`src/rtl/afifo_pkg.sv`:
```
package afifo_pkg;

  localparam int CTRL_W       = 32;
  localparam int THR_W        = 5;
  localparam int THR_DEFAULT  = 16;

  localparam int TX_FLUSH_BIT = 0;
  localparam int RX_FLUSH_BIT = 1;
  localparam int TX_DMA_BIT   = 4;
  localparam int RX_DMA_BIT   = 5;
  localparam int TX_THR_LSB   = 8;
  localparam int RX_THR_LSB   = 16;

  localparam int CH_TX = 0;
  localparam int CH_RX = 1;
  localparam int NUM_CH = 2;

  typedef struct packed {
    logic push;
    logic pop;
    logic flush;
  } fifo_strobe_t;

  typedef struct packed {
    logic             dmaEn;
    logic [THR_W-1:0] thr;
  } chan_cfg_t;

endpackage

```
`src/rtl/afifo_cfg.sv`:
```
module afifo_cfg
  import afifo_pkg::*;
(
  input  logic                     clk,
  input  logic                     rstN,
  input  logic                     ctrlWe,
  input  logic [CTRL_W-1:0]        ctrlWdata,
  output chan_cfg_t [NUM_CH-1:0]   chanCfg,
  output logic [NUM_CH-1:0]        flushReq
);

  for (genvar ch = 0; ch < NUM_CH; ch++) begin : g_ch
    localparam int FLUSH_POS = (ch == CH_TX) ? TX_FLUSH_BIT : RX_FLUSH_BIT;
    localparam int DMA_POS   = (ch == CH_TX) ? TX_DMA_BIT   : RX_DMA_BIT;
    localparam int THR_POS   = (ch == CH_TX) ? TX_THR_LSB   : RX_THR_LSB;

    // flush bit is a pulse: acts at this edge, never stored
    assign flushReq[ch] = ctrlWe & ctrlWdata[FLUSH_POS];

    always_ff @(posedge clk) begin
      if (!rstN) begin
        chanCfg[ch].dmaEn <= 1'b0;
        chanCfg[ch].thr   <= THR_W'(THR_DEFAULT);
      end else if (ctrlWe) begin
        chanCfg[ch].dmaEn <= ctrlWdata[DMA_POS];
        chanCfg[ch].thr   <= ctrlWdata[THR_POS +: THR_W];
      end
    end
  end

  logic unusedCtrlBits;
  assign unusedCtrlBits = ^{ctrlWdata[31:21], ctrlWdata[15:13],
                            ctrlWdata[7:6], ctrlWdata[3:2]};

endmodule

```
`src/rtl/afifo_ctrl.sv`:
```
module afifo_ctrl
  import afifo_pkg::*;
#(
  parameter int DEPTH = 32,
  parameter bit IS_TX = 1'b1,
  localparam int LVL_W = $clog2(DEPTH) + 1
) (
  input  logic             clk,
  input  logic             rstN,
  input  logic             wrReq,
  input  logic             rdReq,
  input  logic             flushReq,
  input  chan_cfg_t        cfg,
  output fifo_strobe_t     strobe,
  output logic             hasData,
  output logic [LVL_W-1:0] level,
  output logic             overflow,
  output logic             underflow,
  output logic             dmaReq
);

  logic             isFull;
  logic             isEmpty;
  logic [LVL_W-1:0] thrEff;
  logic [LVL_W-1:0] freeSlots;
  logic             thrMet;

  assign isFull  = (level == LVL_W'(DEPTH));
  assign isEmpty = (level == '0);
  assign hasData = !isEmpty;

  // flush wins over traffic; full blocks push, empty blocks pop
  always_comb begin
    strobe.flush = flushReq;
    strobe.push  = wrReq & !isFull  & !flushReq;
    strobe.pop   = rdReq & !isEmpty & !flushReq;
  end

  always_ff @(posedge clk) begin
    if (!rstN || strobe.flush) begin
      level <= '0;
    end else begin
      case ({strobe.push, strobe.pop})
        2'b10:   level <= level + 1'b1;
        2'b01:   level <= level - 1'b1;
        default: level <= level;
      endcase
    end
  end

  always_ff @(posedge clk) begin
    if (!rstN || strobe.flush) begin
      overflow  <= 1'b0;
      underflow <= 1'b0;
    end else begin
      if (wrReq && isFull)  overflow  <= 1'b1;
      if (rdReq && isEmpty) underflow <= 1'b1;
    end
  end

  // a zero field encodes the full depth
  assign thrEff    = (cfg.thr == '0) ? LVL_W'(DEPTH) : LVL_W'(cfg.thr);
  assign freeSlots = LVL_W'(DEPTH) - level;

  if (IS_TX) begin : g_txReq
    assign thrMet = (freeSlots >= thrEff);
  end else begin : g_rxReq
    assign thrMet = (level >= thrEff);
  end

  assign dmaReq = cfg.dmaEn & thrMet;

endmodule

```
`src/rtl/afifo_data.sv`:
```
module afifo_data
  import afifo_pkg::*;
#(
  parameter int DEPTH = 32,
  parameter int WIDTH = 32,
  localparam int AW = $clog2(DEPTH)
) (
  input  logic             clk,
  input  logic             rstN,
  input  fifo_strobe_t     strobe,
  input  logic             hasData,
  input  logic [WIDTH-1:0] wrData,
  output logic [WIDTH-1:0] rdData
);

  logic [WIDTH-1:0] store [DEPTH];
  logic [AW-1:0]    wrPtr;
  logic [AW-1:0]    rdPtr;

  always_ff @(posedge clk) begin
    if (!rstN || strobe.flush) begin
      wrPtr <= '0;
      rdPtr <= '0;
    end else begin
      if (strobe.push) wrPtr <= wrPtr + 1'b1;
      if (strobe.pop)  rdPtr <= rdPtr + 1'b1;
    end
  end

  always_ff @(posedge clk) begin
    if (strobe.push) store[wrPtr] <= wrData;
  end

  assign rdData = hasData ? store[rdPtr] : '0;

endmodule

```
`src/rtl/audio_fifo_pair.sv`:
```
module audio_fifo_pair
  import afifo_pkg::*;
#(
  parameter int DEPTH = 32,
  parameter int WIDTH = 32,
  localparam int LVL_W = $clog2(DEPTH) + 1
) (
  input  logic              clk,
  input  logic              rstN,
  input  logic              ctrlWe,
  input  logic [CTRL_W-1:0] ctrlWdata,
  input  logic              txWrEn,
  input  logic [WIDTH-1:0]  txWrData,
  input  logic              txRdEn,
  output logic [WIDTH-1:0]  txRdData,
  output logic [LVL_W-1:0]  txLevel,
  output logic              txDmaReq,
  output logic              txOverflow,
  output logic              txUnderflow,
  input  logic              rxWrEn,
  input  logic [WIDTH-1:0]  rxWrData,
  input  logic              rxRdEn,
  output logic [WIDTH-1:0]  rxRdData,
  output logic [LVL_W-1:0]  rxLevel,
  output logic              rxDmaReq,
  output logic              rxOverflow,
  output logic              rxUnderflow
);

  chan_cfg_t [NUM_CH-1:0]              chanCfg;
  logic      [NUM_CH-1:0]              flushReq;
  logic      [NUM_CH-1:0]              wrReq;
  logic      [NUM_CH-1:0]              rdReq;
  logic      [NUM_CH-1:0][WIDTH-1:0]   wrDataA;
  logic      [NUM_CH-1:0][WIDTH-1:0]   rdDataA;
  logic      [NUM_CH-1:0][LVL_W-1:0]   levelA;
  logic      [NUM_CH-1:0]              dmaReqA;
  logic      [NUM_CH-1:0]              ovfA;
  logic      [NUM_CH-1:0]              udfA;

  assign wrReq[CH_TX]   = txWrEn;
  assign wrReq[CH_RX]   = rxWrEn;
  assign rdReq[CH_TX]   = txRdEn;
  assign rdReq[CH_RX]   = rxRdEn;
  assign wrDataA[CH_TX] = txWrData;
  assign wrDataA[CH_RX] = rxWrData;

  afifo_cfg u_cfg (
    .clk       (clk),
    .rstN      (rstN),
    .ctrlWe    (ctrlWe),
    .ctrlWdata (ctrlWdata),
    .chanCfg   (chanCfg),
    .flushReq  (flushReq)
  );

  for (genvar ch = 0; ch < NUM_CH; ch++) begin : g_chan
    fifo_strobe_t strobe;
    logic         hasData;

    afifo_ctrl #(
      .DEPTH (DEPTH),
      .IS_TX (ch == CH_TX)
    ) u_ctrl (
      .clk       (clk),
      .rstN      (rstN),
      .wrReq     (wrReq[ch]),
      .rdReq     (rdReq[ch]),
      .flushReq  (flushReq[ch]),
      .cfg       (chanCfg[ch]),
      .strobe    (strobe),
      .hasData   (hasData),
      .level     (levelA[ch]),
      .overflow  (ovfA[ch]),
      .underflow (udfA[ch]),
      .dmaReq    (dmaReqA[ch])
    );

    afifo_data #(
      .DEPTH (DEPTH),
      .WIDTH (WIDTH)
    ) u_data (
      .clk     (clk),
      .rstN    (rstN),
      .strobe  (strobe),
      .hasData (hasData),
      .wrData  (wrDataA[ch]),
      .rdData  (rdDataA[ch])
    );
  end

  assign txRdData    = rdDataA[CH_TX];
  assign rxRdData    = rdDataA[CH_RX];
  assign txLevel     = levelA[CH_TX];
  assign rxLevel     = levelA[CH_RX];
  assign txDmaReq    = dmaReqA[CH_TX];
  assign rxDmaReq    = dmaReqA[CH_RX];
  assign txOverflow  = ovfA[CH_TX];
  assign rxOverflow  = ovfA[CH_RX];
  assign txUnderflow = udfA[CH_TX];
  assign rxUnderflow = udfA[CH_RX];

endmodule

```
`config.mk`:
```
export PLATFORM = sky130hd
export DESIGN_NAME = audio_fifo_pair
export DESIGN_NICKNAME = d
export VERILOG_FILES = /design/src/rtl/afifo_pkg.sv /design/src/rtl/afifo_cfg.sv /design/src/rtl/afifo_ctrl.sv /design/src/rtl/afifo_data.sv /design/src/rtl/audio_fifo_pair.sv
export SDC_FILE = /design/constraint.sdc
export NUM_CORES = 2
export LEC_CHECK = 0
export BUFFER_PORTS_ARGS = -buffer_cell sky130_fd_sc_hd__buf_4
export CORE_ASPECT_RATIO = 1.25
export CORE_MARGIN = 5
export CORE_UTILIZATION = 40
export DETAILED_ROUTE_END_ITERATION = 7
export PLACE_DENSITY = 0.63
export SLEW_MARGIN = 5
export SYNTH_ARGS = -nofsm -noshare
export SYNTH_HDL_FRONTEND = slang
export SYNTH_SLANG_ARGS = --single-unit
```
`constraint.sdc`:
```
create_clock -name clk -period 5.2 [get_ports clk]
set_clock_uncertainty 0.15 [all_clocks]
set_input_delay 1.04 -clock clk [delete_from_list [all_inputs] [get_ports clk]]
set_output_delay 1.04 -clock clk [all_outputs]
set_load 0.03 [all_outputs]
```
==> flow_metrics.env <==
export IMPL_antenna_left=0
export IMPL_io_buffers=166
export IMPL_synth_nets=3570
export IMPL_required_ps=4010
export IMPL_synth_most_common_cell="edfxtp_1"
export IMPL_cts_tree="yes"
export IMPL_rr_startpoint="g_chan[0].u_ctrl.level[1]"
export IMPL_antenna_found_initial=5
export IMPL_cts_buffers_inserted=198
export IMPL_worstSkewPairLatency_ps=820
export IMPL_finalWorstSetupSlack_ps=288
export IMPL_p_leak_nw=28.1
export IMPL_worst_pin_slew_ps=1120
export IMPL_root_buffer="clkbuf_16"
export IMPL_ios=185
export IMPL_synth_area_top_cells="edfxtp_1 76%, mux4_2 18%, dfxtp_1 1.4%"
export IMPL_nNetsFinal=3896
export IMPL_cp_arrival_ps=3720
export IMPL_start_util_pct=40.3
export IMPL_setup_tns_ps=0
export IMPL_ys_ff_latch=2106
export IMPL_die_height_um=513
export IMPL_slew_headroom_pct=25.3
export IMPL_syn_avg_cell_area_um2=23.6
export IMPL_dp_hpwl_um=102000
export IMPL_end_kind="primary output"
export IMPL_gr_total_overflow=0
export IMPL_cts_buffer_depth=3
export IMPL_synth_largest_area_cell="edfxtp_1"
export IMPL_grt_usage_pct=17.3
export IMPL_postCtsSetupBuffers=0
export IMPL_clk_pin_slew_ps=60
export IMPL_maxSlewViolCount=0
export IMPL_rsz0062_at_grt="false"
export IMPL_synth_edf_count=2048
export IMPL_wl_um=184000
export IMPL_fin_util_pct=46.4
export IMPL_hp_class="in -> reg"
export IMPL_hold_viol=0
export IMPL_ctsResizeCount=0
export IMPL_first_global_vias=38100
export IMPL_pre_cts_ws_ps=1090
export IMPL_rrSetupSlack_ps=1560
export IMPL_crit_path_max_fanout=66
export IMPL_synth_top_cell_area_share_pct=75.8
export IMPL_reg2reg_depth=15
export IMPL_setup_violations=0
export IMPL_final_seq_area_mm2=0.0627
export IMPL_dr_pass1_iters=5
export IMPL_postSynth_asyncResetShare_pct=0
export IMPL_finalCriticalPeriod_ps=4910
export IMPL_post_route_drc_count=0
export IMPL_gp_congestion=0.741
export IMPL_p_per_area_mw_per_mm2=379
export IMPL_vias_per_cell=5.54
export IMPL_area_delta_synth_final_pct=15.3
export IMPL_crit_end="rxRdData[9]"
export IMPL_ys_types=52
export IMPL_ys_warn_count=0
export IMPL_synth_flop_cell="edfxtp_1"
export IMPL_num_rows=184
export IMPL_outcome="completed"
export IMPL_final_cells=6631
export IMPL_layout_drive_gt1_share_pct=33.6
export IMPL_htree_levels=4
export IMPL_path_class="reg -> out"
export IMPL_cts_sinks=2106
export IMPL_syn_area_mm2=0.0811
export IMPL_place_inst=6263
export IMPL_fp_dieW_um=413
export IMPL_routedWlPerCell_um=27.7
export IMPL_ctsHoldBuffers=0
export IMPL_vias=36700
export IMPL_syn_inst=3440
export IMPL_synth_common_cells="2048 x edfxtp_1, 640 x mux4_2, 181 x nor2_1, 93 x clkbuf_1, 77 x mux2i_1"
export IMPL_startpoint_type="flop"
export IMPL_die_area_mm2=0.212
export IMPL_drtIter0Drc=3840
export IMPL_multi_input_area_mm2=0.0179
export IMPL_crit_reg2reg_capture="g_chan[0].u_ctrl.level[4]"
export IMPL_max_freq_mhz=204
export IMPL_grt_pass1_wl_um=268000
export IMPL_yosysSeqAreaShare_pct=77.3
export IMPL_grt_max_degree=89
export IMPL_post_route_period_util_pct=94.5
export IMPL_hold_slack_ps=314
export IMPL_nFillCells=16400
export IMPL_fp_coreArea_mm2=0.201
export IMPL_max_cap_viol_count=0
export IMPL_ir_worst_vdd_mv=0.380
-- placed cells by master, fill, tap and decap left out, types with 23 or more instances in the layout --
cell and count:
edfxtp_1 2048, mux4_2 640, buf_4 254, clkbuf_16 200, nor2_1 118, mux2i_1 77, nor2_4 64, buf_12 56
dfxtp_1 48, clkbuf_1 45, clkinv_2 39, clkinv_1 38, nand2_1 35, ha_1 27, inv_1 23
-- critical path, cell delays in order, from the launching register on --
cell	delay, ps
dfxtp_4	510
buf_12	460
mux4_2	600
mux4_2	530
mux2i_1	380
nor2_1	120
buf_4	200
-- metrics by stage --
stage	power, mW	cell area (um^2)
floorplan	20.7	81100
global placement	21.7	87100
detailed placement	21.7	87100
CTS	35.8	93500
global route	36.7	93500
finish	35.5	93500
-- power breakdown --
part | switching [mW] | total, mW | internal [mW] | leakage, nW
clock | 6.25 | 14.2 | 7.90 | 3.11
sequential | 0.0635 | 18.7 | 18.7 | 18.9
combinational | 1.47 | 2.55 | 1.08 | 6.06
total | 7.79 | 35.5 | 27.7 | 28.1
-- final cells by class --
cell class	count	area share (%)
well taps	2697	3.61
repair buffers	310	3.24
flip-flops and latches	2106	67.0
multi-input cells	1124	19.2
clock buffers	248	5.58
inverters	26	0.104
clock inverters	115	1.24
diodes	5	0.0134
-- flip-flops by register name (all words and copies together), names as in the netlist, named ones only --
register                 flops
g_chan.u_ctrl.overflow       2
g_chan.u_data.store       2048
g_chan.u_data.rdPtr         10
g_chan.u_ctrl.underflow      2
g_chan.u_data.wrPtr         10
g_chan.u_ctrl.level         12
u_cfg.chanCfg               12
-- routing by layer --
| metal | global-route usage, % | routed length [um] | vias up |
|---|---|---|---|
| li1 | - | - | 15300 |
| met4 | 3.81 | 3460 | 4 |
| met2 | 29.8 | 95200 | 1226 |
| met3 | 3.25 | 13100 | 229 |
| met1 | 23.1 | 72100 | 19900 |
| met5 | 0 | 27 | - |
-- kinds of logic after synthesis --
| logic type | count (synthesis) | share of synthesized area [%] |
|---|---|---|
| compound gates | 70 | 0.559 |
| flops | 2106 | 77.3 |
| fa+ha+maj | 27 | 0.417 |
| simple gates | 284 | 1.55 |
| buf+inv | 210 | 1.20 |
| mux | 717 | 18.7 |
| xor+xnor | 26 | 0.281 |
-- how the worst min path moves through the flow --
stage / from / endpoint / depth (start not counted)
6_report: ctrlWdata[20] / u_cfg.chanCfg[10] / 3
5_1_grt: ctrlWdata[20] / u_cfg.chanCfg[10] / 3
4_1_cts: ctrlWdata[20] / u_cfg.chanCfg[10] / 3
2_1_floorplan: g_chan[1].u_data.rdPtr[4] / flop / 2
3_3_place_gp: g_chan[0].u_ctrl.overflow / g_chan[0].u_ctrl.overflow / 2
3_5_place_dp: g_chan[0].u_ctrl.underflow / g_chan[0].u_ctrl.underflow / 2
Power figures use the tool's default switching activity.
